--- config.mk ---
export PLATFORM = sky130hd
export DESIGN_NAME = sentry_jump_unit
export DESIGN_NICKNAME = d
export VERILOG_FILES = /design/src/rtl/sj_pkg.sv /design/src/rtl/sj_target_check.sv /design/src/rtl/sj_ie_select.sv /design/src/rtl/sj_link_gen.sv /design/src/rtl/sentry_jump_unit.sv
export SDC_FILE = /design/constraint.sdc
export NUM_CORES = 1
export LEC_CHECK = 0
export BUFFER_PORTS_ARGS = -buffer_cell sky130_fd_sc_hd__buf_2
export CAP_MARGIN = 20
export CORE_MARGIN = 10
export CORE_UTILIZATION = 30
export CTS_BUF_LIST = sky130_fd_sc_hd__clkbuf_8
export CTS_CLUSTER_DIAMETER = 150
export DETAILED_ROUTE_END_ITERATION = 16
export PLACE_DENSITY = 0.59
export SETUP_SLACK_MARGIN = 0.5
export SLEW_MARGIN = 30
export SYNTH_ARGS = -nofsm -noshare
export SYNTH_HDL_FRONTEND = slang
export SYNTH_HIERARCHICAL = 1
export SYNTH_SLANG_ARGS = --single-unit
export TNS_END_PERCENT = 100
--- constraint.sdc ---
create_clock -name clk_i -period 1.4 [get_ports clk_i]
set_input_delay 0 -clock clk_i [delete_from_list [all_inputs] [get_ports clk_i]]
set_output_delay 0 -clock clk_i [all_outputs]
set_load 0.03 [all_outputs]
--- src/rtl/sj_pkg.sv ---
package sj_pkg;

   typedef enum logic [2:0] {
      SJ_PLAIN   = 3'd0,
      SJ_KEEP    = 3'd1,
      SJ_DIS     = 3'd2,
      SJ_EN      = 3'd3,
      SJ_RET_DIS = 3'd4,
      SJ_RET_EN  = 3'd5,
      SJ_BAD     = 3'd6
   } sj_kind_e;

endpackage

--- src/rtl/sj_target_check.sv ---
module sj_target_check
   import sj_pkg::*;
#(
   parameter int PERM_W     = 6,
   parameter int OTYPE_W    = 3,
   parameter int EXEC_BIT   = 1,
   parameter int OT_KEEP    = 1,
   parameter int OT_DIS     = 2,
   parameter int OT_EN      = 3,
   parameter int OT_RET_DIS = 4,
   parameter int OT_RET_EN  = 5
) (
   input  logic               tag_i,
   input  logic [PERM_W-1:0]  perm_i,
   input  logic [OTYPE_W-1:0] otype_i,
   output sj_kind_e           kind_o,
   output logic               fault_o
);

   localparam logic [OTYPE_W-1:0] L_KEEP = OTYPE_W'(OT_KEEP);
   localparam logic [OTYPE_W-1:0] L_DIS  = OTYPE_W'(OT_DIS);
   localparam logic [OTYPE_W-1:0] L_EN   = OTYPE_W'(OT_EN);
   localparam logic [OTYPE_W-1:0] L_RDIS = OTYPE_W'(OT_RET_DIS);
   localparam logic [OTYPE_W-1:0] L_REN  = OTYPE_W'(OT_RET_EN);

   logic usable;
   assign usable = tag_i & perm_i[EXEC_BIT];

   always_comb begin
      if (otype_i == '0)          kind_o = SJ_PLAIN;
      else if (otype_i == L_KEEP) kind_o = SJ_KEEP;
      else if (otype_i == L_DIS)  kind_o = SJ_DIS;
      else if (otype_i == L_EN)   kind_o = SJ_EN;
      else if (otype_i == L_RDIS) kind_o = SJ_RET_DIS;
      else if (otype_i == L_REN)  kind_o = SJ_RET_EN;
      else                        kind_o = SJ_BAD;
   end

   assign fault_o = ~usable | (kind_o == SJ_BAD);

endmodule

--- src/rtl/sj_ie_select.sv ---
module sj_ie_select
   import sj_pkg::*;
(
   input  sj_kind_e kind_i,
   input  logic     fault_i,
   input  logic     ie_i,
   output logic     ie_o
);

   always_comb begin
      ie_o = ie_i;
      if (!fault_i) begin
         unique case (kind_i)
            SJ_DIS, SJ_RET_DIS: ie_o = 1'b0;
            SJ_EN,  SJ_RET_EN:  ie_o = 1'b1;
            default:            ie_o = ie_i;
         endcase
      end
   end

endmodule

--- src/rtl/sj_link_gen.sv ---
module sj_link_gen #(
   parameter int ADDR_W     = 32,
   parameter int PERM_W     = 6,
   parameter int OTYPE_W    = 3,
   parameter int REG_W      = 5,
   parameter int OT_RET_DIS = 4,
   parameter int OT_RET_EN  = 5
) (
   input  logic               fault_i,
   input  logic               ie_i,
   input  logic [ADDR_W-1:0]  next_pc_i,
   input  logic [PERM_W-1:0]  pcc_perm_i,
   input  logic [REG_W-1:0]   rd_i,
   output logic               we_o,
   output logic               tag_o,
   output logic [PERM_W-1:0]  perm_o,
   output logic [OTYPE_W-1:0] otype_o,
   output logic [ADDR_W-1:0]  addr_o
);

   assign we_o    = ~fault_i & (rd_i != '0);
   assign tag_o   = 1'b1;
   assign perm_o  = pcc_perm_i;
   assign otype_o = ie_i ? OTYPE_W'(OT_RET_EN) : OTYPE_W'(OT_RET_DIS);
   assign addr_o  = next_pc_i;

endmodule

--- src/rtl/sentry_jump_unit.sv ---
module sentry_jump_unit
   import sj_pkg::*;
#(
   parameter int ADDR_W     = 32,
   parameter int PERM_W     = 6,
   parameter int OTYPE_W    = 3,
   parameter int REG_W      = 5,
   parameter int EXEC_BIT   = 1,
   parameter int OT_KEEP    = 1,
   parameter int OT_DIS     = 2,
   parameter int OT_EN      = 3,
   parameter int OT_RET_DIS = 4,
   parameter int OT_RET_EN  = 5,
   parameter bit REG_OUT    = 1'b1
) (
   input  logic               clk_i,
   input  logic               rst_ni,
   input  logic               req_i,
   input  logic               tgt_tag_i,
   input  logic [PERM_W-1:0]  tgt_perm_i,
   input  logic [OTYPE_W-1:0] tgt_otype_i,
   input  logic [ADDR_W-1:0]  tgt_addr_i,
   input  logic               ie_i,
   input  logic [ADDR_W-1:0]  next_pc_i,
   input  logic [PERM_W-1:0]  pcc_perm_i,
   input  logic [REG_W-1:0]   rd_i,
   output logic               rsp_o,
   output logic               fault_o,
   output logic               pc_tag_o,
   output logic [PERM_W-1:0]  pc_perm_o,
   output logic [OTYPE_W-1:0] pc_otype_o,
   output logic [ADDR_W-1:0]  pc_addr_o,
   output logic               ie_o,
   output logic               link_we_o,
   output logic [REG_W-1:0]   link_rd_o,
   output logic               link_tag_o,
   output logic [PERM_W-1:0]  link_perm_o,
   output logic [OTYPE_W-1:0] link_otype_o,
   output logic [ADDR_W-1:0]  link_addr_o
);

   localparam int MAX_OT = (1 << OTYPE_W) - 1;

   // elaboration-time parameter checks
   if (OTYPE_W < 3) begin : g_bad_otw
      $error("OTYPE_W must be at least 3");
   end
   if (EXEC_BIT >= PERM_W) begin : g_bad_exec
      $error("EXEC_BIT outside permission field");
   end
   if (OT_RET_EN > MAX_OT || OT_KEEP == 0 || OT_DIS == 0 || OT_EN == 0 ||
       OT_RET_DIS == 0 || OT_RET_EN == 0) begin : g_bad_ot
      $error("sentry object types must be nonzero and fit OTYPE_W");
   end

   sj_kind_e kind;
   logic     c_fault, c_ie, c_link_we, c_link_tag;
   logic [PERM_W-1:0]  c_link_perm;
   logic [OTYPE_W-1:0] c_link_otype;
   logic [ADDR_W-1:0]  c_link_addr;

   sj_target_check #(
      .PERM_W(PERM_W), .OTYPE_W(OTYPE_W), .EXEC_BIT(EXEC_BIT),
      .OT_KEEP(OT_KEEP), .OT_DIS(OT_DIS), .OT_EN(OT_EN),
      .OT_RET_DIS(OT_RET_DIS), .OT_RET_EN(OT_RET_EN)
   ) u_check (
      .tag_i(tgt_tag_i), .perm_i(tgt_perm_i), .otype_i(tgt_otype_i),
      .kind_o(kind), .fault_o(c_fault)
   );

   sj_ie_select u_ie (
      .kind_i(kind), .fault_i(c_fault), .ie_i(ie_i), .ie_o(c_ie)
   );

   sj_link_gen #(
      .ADDR_W(ADDR_W), .PERM_W(PERM_W), .OTYPE_W(OTYPE_W), .REG_W(REG_W),
      .OT_RET_DIS(OT_RET_DIS), .OT_RET_EN(OT_RET_EN)
   ) u_link (
      .fault_i(c_fault), .ie_i(ie_i), .next_pc_i(next_pc_i),
      .pcc_perm_i(pcc_perm_i), .rd_i(rd_i), .we_o(c_link_we),
      .tag_o(c_link_tag), .perm_o(c_link_perm), .otype_o(c_link_otype),
      .addr_o(c_link_addr)
   );

   if (REG_OUT) begin : g_reg
      always_ff @(posedge clk_i or negedge rst_ni) begin
         if (!rst_ni) begin
            rsp_o        <= 1'b0;
            fault_o      <= 1'b0;
            link_we_o    <= 1'b0;
            ie_o         <= 1'b0;
            pc_tag_o     <= 1'b0;
            pc_perm_o    <= '0;
            pc_otype_o   <= '0;
            pc_addr_o    <= '0;
            link_rd_o    <= '0;
            link_tag_o   <= 1'b0;
            link_perm_o  <= '0;
            link_otype_o <= '0;
            link_addr_o  <= '0;
         end else begin
            rsp_o     <= req_i;
            fault_o   <= req_i & c_fault;
            link_we_o <= req_i & c_link_we;
            if (req_i) begin
               ie_o         <= c_ie;
               pc_tag_o     <= ~c_fault;
               pc_perm_o    <= tgt_perm_i;
               pc_otype_o   <= c_fault ? tgt_otype_i : '0;
               pc_addr_o    <= tgt_addr_i;
               link_rd_o    <= rd_i;
               link_tag_o   <= c_link_tag;
               link_perm_o  <= c_link_perm;
               link_otype_o <= c_link_otype;
               link_addr_o  <= c_link_addr;
            end
         end
      end

      // a faulting jump leaves the interrupt state as it was
      a_r5_fault_keeps_ie: assert property (@(posedge clk_i) disable iff (!rst_ni)
         (rsp_o && fault_o) |-> (ie_o == $past(ie_i)));
      // no link write and no valid program counter on a fault
      a_r5_fault_no_link: assert property (@(posedge clk_i) disable iff (!rst_ni)
         fault_o |-> (!link_we_o && !pc_tag_o));
      // a legal jump yields an unsealed, tagged program counter
      a_r9_pc_unsealed: assert property (@(posedge clk_i) disable iff (!rst_ni)
         (rsp_o && !fault_o) |-> (pc_tag_o && pc_otype_o == '0));
      // link object type follows the pre-jump interrupt state
      a_r10_link_type: assert property (@(posedge clk_i) disable iff (!rst_ni)
         link_we_o |-> (link_otype_o ==
            ($past(ie_i) ? OTYPE_W'(OT_RET_EN) : OTYPE_W'(OT_RET_DIS))));
      // the zero register is never written
      a_r11_no_zero_link: assert property (@(posedge clk_i) disable iff (!rst_ni)
         (link_rd_o == '0) |-> !link_we_o);
      // no response without a request one cycle before
      a_r2_rsp_follows_req: assert property (@(posedge clk_i) disable iff (!rst_ni)
         rsp_o |-> $past(req_i));
   end else begin : g_comb
      assign rsp_o        = req_i;
      assign fault_o      = req_i & c_fault;
      assign link_we_o    = req_i & c_link_we;
      assign ie_o         = c_ie;
      assign pc_tag_o     = ~c_fault;
      assign pc_perm_o    = tgt_perm_i;
      assign pc_otype_o   = c_fault ? tgt_otype_i : '0;
      assign pc_addr_o    = tgt_addr_i;
      assign link_rd_o    = rd_i;
      assign link_tag_o   = c_link_tag;
      assign link_perm_o  = c_link_perm;
      assign link_otype_o = c_link_otype;
      assign link_addr_o  = c_link_addr;
   end

endmodule

==> results.ini, run 1 <==
[power]
netSwitchingPower_w = 0.00217
p_sw_share_pct = 29.2
p_per_area_nw_per_um2 = 1070
peakVddDrop_v = 0.000512
p_int_w = 0.00528
comb_power_share_pct = 31.1
p_seq_share_pct = 42.5
leakage_nw = 3.47
p_clk_share_pct = 26.4

[timing]
post-route-period-util_pct = 66.7
setup_viol = 0
clock-skew-final_ns = 0
fin_crit_ns = 0.934
hold_violations = 0
fin_hold_ws_ns = 0.0129
drv_slew = 0
fin_tns_setup_ns = 0
rsz0062_at_grt = yes
fmax_ghz = 1.07

[floorplan]
die_h_um = 137
rows = 42
core_area_sq_um = 13300
dieArea_sq_um = 18800
die_x_um = 137
start_util_pct = 30.8
ios = 182

[clock_network]
clkLatencyLatePin_ns = 0.36
root_buffer = clkbuf_8
htreeDepth = 3
cts_tree = built
clk_path_buf_depth = 2
clk_pin_slew_ns = 0.09
cts_made_buffers = 9
numClockSinks = 93

[placement]
place_area_sq_um = 4950
hpwlAfterDp_um = 7500
port-buffer-count = 181
gp_congestion = 0.752

[global_routing]
track_usage_pct = 13.1
gr-total-overflow = 0
grt_max_degree = 48
antenna_found_initial = 0
grt_pass1_vias = 3477
grt_pass1_wl_um = 19100

[logic_synthesis]
netlist_instances = 254
synth_area_sq_um = 4110
yosysWarnings = 6
synth_top_area_cell = dfrtp_1
syn_area_per_cell_sq_um = 16.2
synth_area_leaders = dfrtp_1 57%, mux2_4 26%, buf_4 7.7%
ys_seq_area_share_pct = 56.7
yosys-top-cells-count = 93 x dfrtp_1, 70 x mux2_4, 42 x buf_4
synth_ff_type = dfrtp_1
ys_ff_latch = 93
ys_async_sr_fraction_pct = 100
synth_most_common_cell = dfrtp_1
synth_cell_types = 21
synth-edff-count = 0
synth_top_area_share_pct = 56.7

[final_layout]
finalNetCount = 623
syn2layout_area_growth_pct = 70.3
drive_above_1_share_pct = 62.3
insertedDiodeCount = 0
fin_util_pct = 52.4
fill_cells = 1070
final_cell_area_sq_um = 6990

[critical_path]
critPathArrivalTime_ns = 0.93
slowest_stage = dfrtp_1
cp_slowest_stage_delay_ns = 0.42
end_kind = output port
critPathLaunchType = flop
critPathKind = reg -> out
cp_max_fo = 2
cp_top_family = flip-flops
cp_num_buf_inv = 1
crit_chain = buf_6
cp.required_ns = 1.40

[min_path]
hp-class = in -> reg

[run]
cap_violations = 0

[route]
wirelength_um = 12500
via_per_inst = 4.17
first_pass_iters = 4
final_antenna_net_count = 0
drc = 0
vias = 2980
routedWlPerCell_um = 17.5
drt_iter0_drc = 110

[outcome]
status = completed

-- cell usage in the layout (no fill, tap or decap), types with 2 or more instances in the layout --
cell type | netlist | final
a22o_1 | 2 | 2
buf_2 | 1 | 86
dfrtp_1 | 93 | 87
inv_1 | 1 | 4
buf_12 | 0 | 3
buf_4 | 42 | 38
conb_1 | 2 | 3
nand3_1 | 2 | 2
clkbuf_8 | 0 | 10
buf_6 | 9 | 108
dlygate4sd3_1 | 0 | 87
bufinv_16 | 0 | 2
mux2_1 | 7 | 7
dfrtp_2 | 0 | 6
mux2_2 | 10 | 10
o21ai_0 | 2 | 2
nor2_1 | 2 | 2
mux2_4 | 70 | 70
and2_1 | 3 | 3
-- flip-flops by register name, summed over array words and instances (netlist names) --
register / cells
link_we_o: 1
fault_o: 1
pc_addr_o: 32
link_otype_o: 3
rsp_o: 1
link_tag_o: 1
pc_perm_o: 6
pc_tag_o: 1
link_perm_o: 6
link_rd_o: 5
link_addr_o: 32
ie_o: 1
pc_otype_o: 3
-- cell families (layout without fill, tap and decap cells) --
family / Yosys count / count (layout) / synth area share, %
muxes: 87 / 87 / 30.3
AOI/OAI and AO/OA: 5 / 5 / 0.792
and+or+nand+nor: 10 / 10 / 1.25
buffers and inverters: 56 / 340 / 10.6
xor gates and xnor gates: 1 / 1 / 0.213
other: 2 / 3 / 0.183
DFF: 93 / 93 / 56.7
-- final timing paths --
path | startpoint | endpoint | slack [ns] | cells past startpoint
max | link_addr_o[23] | link_addr_o[23] | 0.47 | 1
min | ie_i | ie_o | 0.01 | 3
max reg2reg | link_addr_o[3] | link_addr_o[3] | 0.48 | 2
min reg2reg | pc_addr_o[28] | pc_addr_o[28] | 0.52 | 1
max in group asynchronous | rst_ni | pc_addr_o[26] | 0.73 | 3
min in group asynchronous | rst_ni | link_perm_o[1] | 0.09 | 2
-- metal layers --
layer | vias up | wire, um | track usage, %
met2 | 118 | 6350 | 21.8
li1 | 1373 | - | -
met4 | 0 | 306 | 5.74
met5 | - | 0 | 0
met3 | 22 | 1030 | 5.02
met1 | 1467 | 4810 | 14.5
-- layout make-up --
| cell class | instances | area (sq um) | share of cell area, % |
|---|---|---|---|
| repair buffers | 322 | 2860 | 40.9 |
| flip-flops and latches | 93 | 2330 | 33.4 |
| multi-input cells | 106 | 1350 | 19.3 |
| well taps | 176 | 220 | 3.15 |
| clock buffers | 10 | 138 | 1.97 |
| clock inverters | 6 | 80.1 | 1.14 |
| inverters | 2 | 7.51 | 0.107 |
-- through the flow --
stage / total power [W] / cells / worst slack, ns
floorplan: 0.00424 / 255 / 0.419
global placement: 0.00472 / 570 / 0.287
detailed placement: 0.00474 / 570 / 0.271
CTS: 0.00744 / 703 / 0.438
global route: 0.00781 / 715 / 0.418
finish: 0.00745 / 715 / 0.466
-- what timing repair did --
action                                  CTS  global route
hold buffers                             87             1
gates resized for setup                 185            17
buffers inserted                         30            12
hold endpoints to repair                181             1
endpoints found under the setup margin   93           124
-- power groups by stage --
stage / sequential [W] / combinational (W) / clock, W
global route: 0.00319 / 0.00244 / 0.00218
finish: 0.00316 / 0.00232 / 0.00197
detailed placement: 0.00314 / 0.00160 / 0
floorplan: 0.00368 / 0.000564 / 0
CTS: 0.00315 / 0.00223 / 0.00206
global placement: 0.00313 / 0.00159 / 0
Power figures use the tool's default switching activity.
==> run 2, diff against run 1 <==
- ABC_AREA: default -> 1
- clock period: 1.4 -> 0.9 ns (I/O delays scaled with it)
==> results.ini, run 2 <==
[logic_synthesis]
synth_cell_types = 15  ; -29%
ys_seq_area_share_pct = 58.8  ; +2.2 points
synth_top_area_cell = dfrtp_1
yosys-top-cells-count = 276 x nand2_1, 93 x dfrtp_1, 42 x buf_4
ys_ff_latch = 93  ; unchanged
synth_most_common_cell = nand2_1
yosysWarnings = 6  ; unchanged
synth_area_sq_um = 3960  ; -3.7%
synth_area_leaders = dfrtp_1 59%, nand2_1 26%, buf_4 8.0%
synth_ff_type = dfrtp_1
synth_top_area_share_pct = 58.8  ; +2.2 points
synth-edff-count = 0  ; unchanged
ys_async_sr_fraction_pct = 100  ; unchanged
syn_area_per_cell_sq_um = 8.62  ; -47%
netlist_instances = 459  ; +81%

[critical_path]
cp_top_family = flip-flops
critPathKind = reg -> out
cp.depth = 1  ; unchanged
cp.required_ns = 0.90  ; -0.50 ns
slowest_stage = dfrtp_2
end_kind = output port
startpoint = pc_otype_o[0]
crit_chain = buf_6
cp_slowest_stage_delay_ns = 0.43  ; about the same
critPathArrivalTime_ns = 0.94  ; about the same
critPathLaunchType = flop
cp_num_buf_inv = 1  ; unchanged
cp_max_fo = 2  ; unchanged
r2r-start = link_perm_o[3]
rr_worst_depth = 4  ; +2

[final_layout]
fill_cells = 1219  ; +14%
final_common_cell = nand2_1
insertedDiodeCount = 0  ; unchanged
syn2layout_area_growth_pct = 49.5
final_cell_area_sq_um = 5920  ; -15%
layout_common_cells = 238 x nand2_1, 109 x buf_6, 93 x dfrtp_2, 87 x buf_2, 36 x nand2_2
drive_above_1_share_pct = 57.8  ; -4.6 points
finalNetCount = 702  ; +13%
reg_top3 = link_addr_o: 32 flops, pc_addr_o: 32 flops

[timing]
post-route-period-util_pct = 105
hold_violations = 178  ; +178
drv_slew = 0  ; unchanged
clock-skew-final_ns = 0  ; unchanged
fmax_ghz = 1.06
rsz0062_at_grt = yes
final.setup.worst_slack_ns = -0.0420  ; -0.508 ns
fin_tns_setup_ns = -2.19  ; -2.19 ns
fin_hold_ws_ns = -0.392  ; -0.405 ns
fin_crit_ns = 0.942
setup_viol = 93  ; +93

[power]
p_per_area_nw_per_um2 = 1760  ; +65%
total_power_w = 0.0104  ; +40%
peakVddDrop_v = 0.000654  ; +28%
leakage_nw = 3.14  ; -9.7%

[run]
cap_violations = 0  ; unchanged

[floorplan]
core_area_sq_um = 12800  ; -4.3%
ios = 182  ; unchanged
dieArea_sq_um = 18200  ; -3.1%
die_h_um = 135  ; -1.6%
rows = 41  ; -2.4%
die_x_um = 135  ; -1.6%
start_util_pct = 31.0  ; +0.21 points

[placement]
port-buffer-count = 181  ; unchanged
place_area_sq_um = 4850  ; -1.9%
gp_congestion = 0.779  ; +3.6%
hpwlAfterDp_um = 8150  ; +8.7%

[route]
via_per_inst = 4.14  ; -0.59%
final_antenna_net_count = 0  ; unchanged
wl_met1_um = 4440  ; -7.8%
wl_met2_um = 5320  ; -16%
drt_iter0_drc = 139  ; +26%
first_pass_iters = 4  ; unchanged
wirelength_um = 11200  ; -10%
wl_met3_um = 1150  ; +12%
drc = 0  ; unchanged
routedWlPerCell_um = 14.2  ; -19%
top_layer = met4
vias = 3273  ; +9.8%

[clock_network]
cts_made_buffers = 9  ; unchanged
htreeDepth = 3  ; unchanged
clk_pin_slew_ns = 0.09  ; about the same
numClockSinks = 93  ; unchanged
clk_path_buf_depth = 2  ; unchanged
cts_tree = built
root_buffer = clkbuf_8
clkLatencyLatePin_ns = 0.36  ; about the same

[global_routing]
grt_pass1_wl_um = 18000  ; -5.8%
grt_pass1_vias = 3464  ; -0.37%
gr-total-overflow = 0  ; unchanged
antenna_found_initial = 1  ; +1
grt_max_degree = 64  ; +33%
track_usage_pct = 12.3  ; -0.77 points

[outcome]
violations = hold timing, setup timing
status = finished with violations

[min_path]
hp-class = in -> async

==> run 2: cell types whose count changed in the layout (fill, tap and decap cells not counted), moves of 3 or more <==
cell           previous run  this run
inv_1                     4        12
nand2_4                   0         3
mux2_1                    7         0
dlygate4sd3_1            87         0
dfrtp_2                   6        93
dfrtp_1                  87         0
and2_1                    3         0
nand2_2                   0        36
buf_4                    38         4
mux2_2                   10         0
nand2_1                   1       238
mux2_4                   70         0
clkinvlp_4                0         3
==> run 2: where the power goes <==
group          internal, W  switching [W]  total [W]
sequential         0.00461       0.000291    0.00490
clock              0.00135        0.00149    0.00284
combinational      0.00118        0.00151    0.00269
==> run 2: final cells by class <==
class | count | area (sq um) | share of cell area [%]
sequential | 93 | 2440 | 41.3
timing repair buffer | 205 | 1790 | 30.2
multi-input combinational | 289 | 1210 | 20.5
tap | 172 | 215 | 3.64
clock buffer | 10 | 138 | 2.33
clock inverter | 6 | 62.6 | 1.06
inverter | 15 | 56.3 | 0.952
==> run 2: metrics by stage <==
stage          worst slack (ns)  utilization (%)  instances  hold slack [ns]
2_1_floorplan             0.202                -        460           -0.296
3_3_place_gp            -0.0811             38.0        758           0.0147
3_5_place_dp            -0.0811             38.0        758           0.0120
4_1_cts                 -0.0682             44.7        779           -0.394
5_1_grt                 -0.0800             46.3        790           -0.383
6_report                -0.0420             46.3        790           -0.392
==> run 2: layer usage <==
metal / vias to the layer above / global-route usage, %
met4: 0 / 5.62
met3: 19 / 5.38
li1: 1618 / -
met1: 1516 / 13.8
met5: - / 0
met2: 120 / 19.7
==> run 2: worst paths after layout <==
| kind | to | slack, ns |
|---|---|---|
| worst max-delay path | pc_otype_o[0] | -0.04 |
| worst min-delay path | link_addr_o[20] | -0.39 |
| worst max register to register | link_perm_o[3] | 0.06 |
| worst min register to register | link_addr_o[11] | 0.49 |
| max in group asynchronous | ie_o | 1.04 |
| min in group clk_i | pc_addr_o[28] | -0.17 |
==> run 2: repair_timing <==
| action | CTS | global route |
|---|---|---|
| setup endpoints to repair | 185 | 184 |
| resized for setup | 196 | 45 |
| hold endpoints to repair | 179 | 178 |
| gates cloned | 0 | 0 |
| buffers inserted | 5 | 11 |
| pin swaps | 46 | 45 |
==> run 2: cells by family (layout without fill, tap and decap cells) <==
family	Yosys count	after routing	share of synthesized area, %
and+or+nand+nor	285	285	27.5
buffers and inverters	78	236	13.4
other	2	3	0.190
AOI/OAI and AO/OA	1	1	0.126
DFF	93	93	58.8
==> run 3, diff against run 2 <==
- SETUP_SLACK_MARGIN: 0.5 -> default
==> results.ini, run 3 (same netlist as run 2, synthesis figures left out) <==
[critical_path]
critPathLaunchType = flop
critPathKind = reg -> out
cp_max_fo = 2  ; unchanged
critPathArrivalTime_ns = 0.93  ; about the same
cp.depth = 1  ; unchanged
slowest_stage = dfrtp_1
cp.required_ns = 0.90  ; about the same
end_kind = output port
cp_num_buf_inv = 1  ; unchanged
rr_worst_depth = 4  ; unchanged
r2r_setup_slack_ns = 0.05  ; about the same
cp_top_family = flip-flops
crit_chain = buf_6
cp_slowest_stage_delay_ns = 0.41  ; -0.02 ns

[floorplan]
ios = 182  ; unchanged
die_h_um = 135  ; unchanged
dieArea_sq_um = 18200  ; unchanged
start_util_pct = 31.0  ; unchanged
die_x_um = 135  ; unchanged
rows = 41  ; unchanged
core_area_sq_um = 12800  ; unchanged

[global_routing]
grt_max_degree = 94  ; +47%
grt_use_met2_pct = 24.4  ; +4.7 points
gr-usage-met1_pct = 14.8  ; +0.96 points
gr-max-usage-layer = met2
grt_pass1_vias = 3977  ; +15%
met3_usage_pct = 5.82  ; +0.45 points
antenna_found_initial = 0  ; -1
track_usage_pct = 13.9  ; +1.6 points
grt_pass1_wl_um = 20400  ; +14%
gr-total-overflow = 0  ; unchanged

[timing]
post-route-period-util_pct = 103  ; -1.8 points
hold_violations = 0  ; -100%
final.setup.worst_slack_ns = -0.0262  ; +0.0158 ns
fmax_ghz = 1.08  ; +1.7%
setup_viol = 46  ; -51%
fin_crit_ns = 0.926  ; -0.0158 ns
drv_slew = 0  ; unchanged
rsz0062_at_grt = yes
clock-skew-final_ns = 0  ; unchanged

[route]
wirelength_um = 12500  ; +12%
vias = 3645  ; +11%
first_pass_iters = 4  ; unchanged
via_per_inst = 4.10  ; -1.0%
final_antenna_net_count = 0  ; unchanged
drt_iter0_drc = 130  ; -6.5%
drc = 0  ; unchanged
routedWlPerCell_um = 14.1  ; -0.71%

[power]
p_int_w = 0.00708  ; -0.77%
total_power_w = 0.0103  ; -1.5%
netSwitchingPower_w = 0.00318  ; -3.1%
p_clk_share_pct = 23.9  ; -3.3 points
p_sw_share_pct = 31.0  ; -0.52 points
comb_power_share_pct = 29.1  ; +3.3 points
leakage_nw = 3.64  ; +16%
peakVddDrop_v = 0.000762  ; +17%
p_per_area_nw_per_um2 = 1560  ; -11%
p_seq_share_pct = 46.9  ; about the same

[final_layout]
final_cell_area_sq_um = 6570  ; +11%
layout_common_cells = 276 x nand2_1, 93 x dfrtp_1, 93 x buf_6, 86 x buf_2, 85 x dlygate4sd3_1
final_cell_count_no_fill = 889  ; +13%
regArea_sq_um = 2330  ; -4.8%
fill_cells = 1116  ; -8.4%
reg_top3 = link_addr_o: 32 flops, pc_addr_o: 32 flops
finalNetCount = 802  ; +14%
drive_above_1_share_pct = 32.7  ; -25 points
final_common_cell = nand2_1
syn2layout_area_growth_pct = 66.2
multiInputGateArea_sq_um = 1100  ; -9.1%

[placement]
gp_congestion = 0.788  ; +1.1%
dp.cells = 756  ; -0.26%
place_area_sq_um = 4720  ; -2.8%
port-buffer-count = 181  ; unchanged
hpwlAfterDp_um = 7840  ; -3.8%

[clock_network]
clk_path_buf_depth = 2  ; unchanged
root_buffer = clkbuf_8
clk_pin_slew_ns = 0.09  ; about the same
cts_tree = built
numClockSinks = 93  ; unchanged
htreeDepth = 3  ; unchanged
cts_made_buffers = 9  ; unchanged
clkLatencyLatePin_ns = 0.36  ; about the same

[run]
cap_violations = 0  ; unchanged

[min_path]
hp-class = in -> async

[outcome]
violations = setup timing
status = finished with violations

==> run 3: cell type report <==
| class | count | area share, % |
|---|---|---|
| clock buffer | 11 | 2.30 |
| multi-input combinational | 289 | 16.8 |
| tap | 172 | 3.27 |
| timing repair buffer | 305 | 41.1 |
| inverter | 15 | 0.856 |
| clock inverter | 3 | 0.228 |
| antenna | 1 | 0.0381 |
| sequential | 93 | 35.4 |
==> run 3: power by group through the flow <==
stage / combinational [W] / sequential [W] / clock, W
after floorplan: 0.000619 / 0.00555 / 0
after global placement: 0.00207 / 0.00480 / 0
after detailed placement: 0.00210 / 0.00480 / 0
after CTS: 0.00289 / 0.00482 / 0.00259
after global routing: 0.00323 / 0.00486 / 0.00279
final: 0.00299 / 0.00482 / 0.00246
==> run 3: stage by stage <==
step                      setup slack (ns)  util (%)  setup TNS, ns  hold WS (ns)
after floorplan                      0.167         -              0        -0.296
after global placement               0.101      36.9              0        -0.128
after detailed placement            0.0841      36.9              0        -0.127
after CTS                          -0.0646      50.2          -3.38      -0.00781
after global routing               -0.0888      51.4          -5.16       0.00468
final                              -0.0262      51.5         -0.450        0.0226
==> run 3: worst paths after layout <==
| path | start | end |
|---|---|---|
| setup reg to reg | pc_addr_o[27] | pc_addr_o[27] |
| hold / removal | rst_ni | link_addr_o[3] |
| hold reg to reg | pc_addr_o[4] | pc_addr_o[4] |
| min in group clk_i | tgt_otype_i[0] | pc_otype_o[0] |
| max in group asynchronous | rst_ni | pc_addr_o[30] |
| setup / recovery | link_addr_o[16] | link_addr_o[16] |
==> run 3: worst register-to-register path: cells and delay by family, from the launching register on <==
| kind | cells | cell delay [ns] |
|---|---|---|
| AND/OR/NAND/NOR | 2 | 0.09 |
| buffers and inverters | 2 | 0.26 |
| flip-flops | 1 | 0.40 |
==> run 3: repair_timing <==
action                                  4_1_cts  5_1_grt
resized for setup                           186        1
endpoints found under the setup margin       93       94
gates cloned                                  0        0
hold buffers                                 86        0
hold endpoints to repair                    179        0
buffers inserted                             12       21
==> run 3: layer usage <==
layer,vias to the layer above,part of all wire [%],wire [um]
li1,1821,-,-
met1,1696,39,4880
met2,116,51,6400
met3,12,8.7,1090
met4,0,1.1,135
met5,-,0,0
